### config.mk
export PLATFORM = sky130hd
export DESIGN_NAME = irq_hs_ctrl
export DESIGN_NICKNAME = d
export VERILOG_FILES = /design/src/rtl/irq_hs_pkg.sv /design/src/rtl/irq_hs_fsm.sv /design/src/rtl/irq_hs_grant_chk.sv /design/src/rtl/irq_hs_ctrl.sv
export SDC_FILE = /design/constraint.sdc
export NUM_CORES = 1
export LEC_CHECK = 0
export ABC_AREA = 1
export CORE_AREA = 2 2 39 41
export CTS_CLUSTER_SIZE = 14
export DETAILED_ROUTE_END_ITERATION = 8
export DIE_AREA = 0 0 41 43
export GPL_ROUTABILITY_DRIVEN = 1
export PLACE_DENSITY_LB_ADDON = 0.3
export SLEW_MARGIN = 15
export SYNTH_ARGS = -nofsm -noshare
export SYNTH_HDL_FRONTEND = slang
export SYNTH_SLANG_ARGS = --single-unit
### constraint.sdc
create_clock -name clk_i -period 1.4 [get_ports clk_i]
set_input_delay 0.28 -clock clk_i [delete_from_list [all_inputs] [get_ports clk_i]]
set_output_delay 0.28 -clock clk_i [all_outputs]
set_load 0.05 [all_outputs]
### src/rtl/irq_hs_pkg.sv
package irq_hs_pkg;
  typedef enum logic [2:0] {
    ST_IDLE,
    ST_REQ_ASSERT,
    ST_ASSERTED,
    ST_REQ_DEASSERT,
    ST_REQ_MSI
  } irq_state_e;
endpackage

### src/rtl/irq_hs_fsm.sv
module irq_hs_fsm
  import irq_hs_pkg::*;
(
  input  logic clk_i,
  input  logic rst_ni,
  input  logic irq_i,
  input  logic msi_en_i,
  input  logic bus_master_en_i,
  input  logic rdy_i,
  output logic req_o,
  output logic assert_sel_o,
  output logic msi_req_o,
  output logic pend_o
);

  irq_state_e state_q, state_d;
  logic msi_served_q, msi_served_d;
  logic msi_want;

  // an MSI interrupt is consumed once; re-arm only after irq_i falls
  assign msi_want = irq_i & ~msi_served_q;

  always_comb begin
    state_d      = state_q;
    msi_served_d = msi_served_q & irq_i;
    unique case (state_q)
      ST_IDLE: begin
        if (!msi_en_i && irq_i)                        state_d = ST_REQ_ASSERT;
        else if (msi_en_i && msi_want && bus_master_en_i) state_d = ST_REQ_MSI;
      end
      ST_REQ_ASSERT:   if (rdy_i) state_d = ST_ASSERTED;
      ST_ASSERTED:     if (!irq_i) state_d = ST_REQ_DEASSERT;
      ST_REQ_DEASSERT: if (rdy_i) state_d = ST_IDLE;
      ST_REQ_MSI: begin
        if (rdy_i) begin
          state_d      = ST_IDLE;
          msi_served_d = 1'b1;
        end
      end
      default: state_d = ST_IDLE;
    endcase
  end

  always_ff @(posedge clk_i or negedge rst_ni) begin
    if (!rst_ni) begin
      state_q      <= ST_IDLE;
      msi_served_q <= 1'b0;
    end else begin
      state_q      <= state_d;
      msi_served_q <= msi_served_d;
    end
  end

  assign req_o        = (state_q == ST_REQ_ASSERT) | (state_q == ST_REQ_DEASSERT) |
                        (state_q == ST_REQ_MSI);
  assign assert_sel_o = (state_q == ST_REQ_ASSERT);
  assign msi_req_o    = (state_q == ST_REQ_MSI);
  assign pend_o       = (state_q == ST_IDLE) & msi_en_i & msi_want & ~bus_master_en_i;

  a_r2_hold_until_grant: assert property (@(posedge clk_i) disable iff (!rst_ni)
    req_o && !rdy_i |=> req_o && $stable(assert_sel_o) && $stable(msi_req_o));

  a_r2_drop_after_grant: assert property (@(posedge clk_i) disable iff (!rst_ni)
    req_o && rdy_i |=> !req_o);

  a_r6_msi_needs_bme: assert property (@(posedge clk_i) disable iff (!rst_ni)
    req_o && msi_req_o && !$past(req_o) |-> $past(bus_master_en_i));

  a_r6_pend_excludes_req: assert property (@(posedge clk_i) disable iff (!rst_ni)
    pend_o |-> !req_o);

endmodule

### src/rtl/irq_hs_grant_chk.sv
module irq_hs_grant_chk (
  input  logic clk_i,
  input  logic rst_ni,
  input  logic req_i,
  input  logic rdy_i,
  output logic err_o
);

  logic err_q;

  always_ff @(posedge clk_i or negedge rst_ni) begin
    if (!rst_ni) err_q <= 1'b0;
    else         err_q <= err_q | (rdy_i & ~req_i);
  end

  assign err_o = err_q;

  a_r7_err_sets: assert property (@(posedge clk_i) disable iff (!rst_ni)
    rdy_i && !req_i |=> err_o);

  a_r7_err_sticky: assert property (@(posedge clk_i) disable iff (!rst_ni)
    err_o |=> err_o);

endmodule

### src/rtl/irq_hs_ctrl.sv
module irq_hs_ctrl (
  input  logic clk_i,
  input  logic rst_ni,
  input  logic irq_i,
  input  logic msi_en_i,
  input  logic bus_master_en_i,
  input  logic rdy_i,
  output logic req_o,
  output logic assert_sel_o,
  output logic msi_req_o,
  output logic pend_o,
  output logic err_o
);

  logic req;

  irq_hs_fsm u_fsm (
    .clk_i           (clk_i),
    .rst_ni          (rst_ni),
    .irq_i           (irq_i),
    .msi_en_i        (msi_en_i),
    .bus_master_en_i (bus_master_en_i),
    .rdy_i           (rdy_i),
    .req_o           (req),
    .assert_sel_o    (assert_sel_o),
    .msi_req_o       (msi_req_o),
    .pend_o          (pend_o)
  );

  irq_hs_grant_chk u_chk (
    .clk_i  (clk_i),
    .rst_ni (rst_ni),
    .req_i  (req),
    .rdy_i  (rdy_i),
    .err_o  (err_o)
  );

  assign req_o = req;

endmodule

==> summary.txt <==
STA
  – Period utilization: 1.082
  – Max-slew violations: 0
  – Final hold viol count: 0
  – Final Setup Violations: 4
  – Minimum clock period: 1.515 ns
  – Worst Max-Slew Pin Slew: 0.2092 ns
  – Fmax achieved: 0.6600 GHz
  – Slew margin rel.: 0.8601
  – RSZ-0062 raised after global routing: yes
  – Setup Skew: 0.006237 ns
  – Final worst slack: -0.1152 ns

Setup path
  – Critical path class: reg -> out
  – CP max FO: 5
  – CP startpoint kind: register
  – Crit end category: output port
  – Critical Path RT: 1.12 ns
  – CP max stage cell: dfrtp_2
  – Crit-path cells: nor3_4 -> inv_2 -> o21ai_4 -> buf_12
  – Buf/Inv on CP: 2
  – Worst path max stage delay: 0.46 ns
  – Arr. time, crit path: 1.24 ns
  – Delay-heaviest family, CP: flip-flops

Final layout
  – ANT cells: 0
  – P&R area growth vs syn: 87.00%
  – Share of layout cells above drive strength 1: 0.5000
  – Design Area, Final: 648.1 sq um
  – Post-layout instance count excluding filler cells: 86
  – Nets: 77

Die
  – Total die area: 1763 sq um
  – Die height: 43 microns
  – Area of the core: 1384 sq um
  – # IOs: 11
  – Initial Util: 0.2505
  – Cell row count: 14
  – Die width: 41 microns

Placement
  – Cell Area, Placed: 588.1 sq um
  – Dpl cells: 80
  – Port bufs: 10
  – Gp weighted congestion: 0.7337
  – HPWL Detailed: 637.8 microns

Clocking
  – Hold Buf Count CTS: 0
  – CTS root buffer: clkbuf_4
  – CTS Buf Count: 3
  – CTS tree: yes
  – # H-tree levels: 1
  – Clk sinks: 5
  – Clk pin slew, worst setup/hold paths: 0.04 ns
  – Clock buffer depth: 2
  – Clk_lat worst skew: 0.25 ns

Run status
  – Outcome: finished, violations left
  – Failing checks: negative setup slack

Detailed routing
  – DR WL/cell: 9.174 microns
  – Total number of vias: 380
  – Drt pass-1 iters: 4
  – DR iter-0 viols: 5
  – DRC viols: 0
  – Via-to-Cell Ratio: 4.419
  – Routed Wire Length: 789 microns
  – DRT antenna net count: 0

Yosys
  – Unique masters post-synth: 17
  – Top-area cell type share of the netlist area: 0.3610
  – Synth async-reset ratio: 1.000
  – Post-synth EDFFs: 0
  – Cell count after synthesis: 48
  – Syn nets: 54
  – Largest cells by area after synthesis: dfrtp_1, nand2_1, nand4_1, nand3_1, inv_1
  – Main synth FF type: dfrtp_1
  – Dominant cell type by area after synthesis: dfrtp_1
  – Register bit total from synthesis: 5
  – Syn Area/Cell: 7.220 sq um
  – Cell Area, Synth: 346.6 sq um
  – Synth warnings: 0
  – Most common cell in the netlist: nand2_1
  – Post-synth top cells: nand2_1, dfrtp_1, inv_1
  – Sequential area share after synthesis: 0.3610

Global routing
  – Largest net degree at the start of global routing: 8
  – Total GRT Usage: 0.1103
  – Vias in the first global route: 305
  – Gr ovfl total: 0
  – First-pass GRT wire length: 1242 microns
  – Initial antenna violation count: 0

Worst hold path
  – Hold/Removal Path Class: in -> async

Power and ir drop
  – Power density over the cells: 2202 nW/um^2
  – Pleak: 0.3138 nW
  – Worst vdd ir: 0.8405 mV
  – Pwr Total: 1.427 mW

Flow run
  – MaxCap Viol Count: 0
[worst reg2reg max path: cells and delay by family, from the launching register on]
family,cells,cell delay (ns)
AND/OR/NAND/NOR,4,0.41
AO/OA/AOI/OAI,1,0.15
buffers and inverters,1,0.16
flip-flops,1,0.46
[cell type report]
type / count / area [sq um]
clock buffers: 4 / 26.28
fillers: 141 / 735.7
inverters: 9 / 33.78
multi-input cells: 34 / 222.7
flip-flops and latches: 5 / 128.9
well taps: 16 / 20.02
repair buffers: 18 / 216.5
[power breakdown]
part | internal, mW | switching [mW]
sequential | 0.200 | 0.0840
clock | 0.108 | 0.0591
combinational | 0.458 | 0.519
total | 0.766 | 0.662
[final timing paths]
kind                                         startpoint                            to  slack, ns  cells after the start
setup / recovery           u_fsm.state_q[0]$_DFFE_PN0P_                         req_o      -0.12                      4
hold / removal                                   rst_ni  u_fsm.msi_served_q$_DFF_PN0_       0.25                      1
setup reg to reg           u_fsm.state_q[0]$_DFFE_PN0P_  u_fsm.state_q[1]$_DFFE_PN0P_       0.15                      6
hold reg to reg                   u_chk.err_o$_DFF_PN0_         u_chk.err_o$_DFF_PN0_       0.56                      1
max in group asynchronous                        rst_ni  u_fsm.state_q[2]$_DFFE_PN0P_       0.95                      1
min in group clk_i                                irq_i  u_fsm.msi_served_q$_DFF_PN0_       0.49                      4
[metal layers]
metal	share of wire	GRT usage	vias up
li1	-	-	205
met3	0.049	0.03141	2
met5	0	0	-
met4	0.033	0.08000	0
met2	0.49	0.1719	11
met1	0.43	0.1188	162
[cells in the final DEF, fill, tap and decap left out]
cell	count
nand2_1	12
buf_4	7
inv_2	6
buf_12	5
nand4_1	4
clkdlybuf4s50_1	4
inv_1	3
nand3_1	3
clkbuf_4	3
dfrtp_2	3
nor3_4	2
nand3_2	2
nor2_4	2
nand2_2	2
o21ai_0	2
dfrtp_1	2
nor2_2	1
o21ai_4	1
o21bai_1	1
o22ai_1	1
nor2_1	1
clkbuf_1	1
dlymetal6s2s_1	1
buf_6	1
[registers in the layout, summed over array words and instances, names as in the netlist]
| signal | cells |
|---|---|
| u_chk.err_o | 1 |
| u_fsm.msi_served_q | 1 |
| u_fsm.state_q | 3 |
[per-stage QoR]
step | hold slack, ns | setup slack, ns | utilization | TNS, ns
6_report | 0.2452 | -0.1152 | 0.4684 | -0.3074
2_1_floorplan | -0.01559 | -0.1359 | - | -0.2791
5_1_grt | 0.2470 | -0.1786 | 0.4684 | -0.5716
3_5_place_dp | 0.5076 | -0.1991 | 0.4250 | -0.5498
4_1_cts | 0.2473 | -0.1532 | 0.4575 | -0.4038
3_3_place_gp | 0.5113 | -0.1739 | 0.4250 | -0.4437
[timing repair]
item	4_1_cts	5_1_grt
pin swaps	2	2
setup buffers	1	1
endpoints found under the setup margin	4	4
gates resized for setup	5	2
endpoints found under the hold margin	0	0
gates cloned	0	0
[kinds of logic after synthesis]
| group | Yosys count | synth area share |
|---|---|---|
| and+or+nand+nor | 29 | 0.4476 |
| DFF | 5 | 0.3610 |
| AOI/OAI and AO/OA | 5 | 0.09389 |
| buffers and inverters | 9 | 0.09747 |
(Power assumes the default switching activity.)
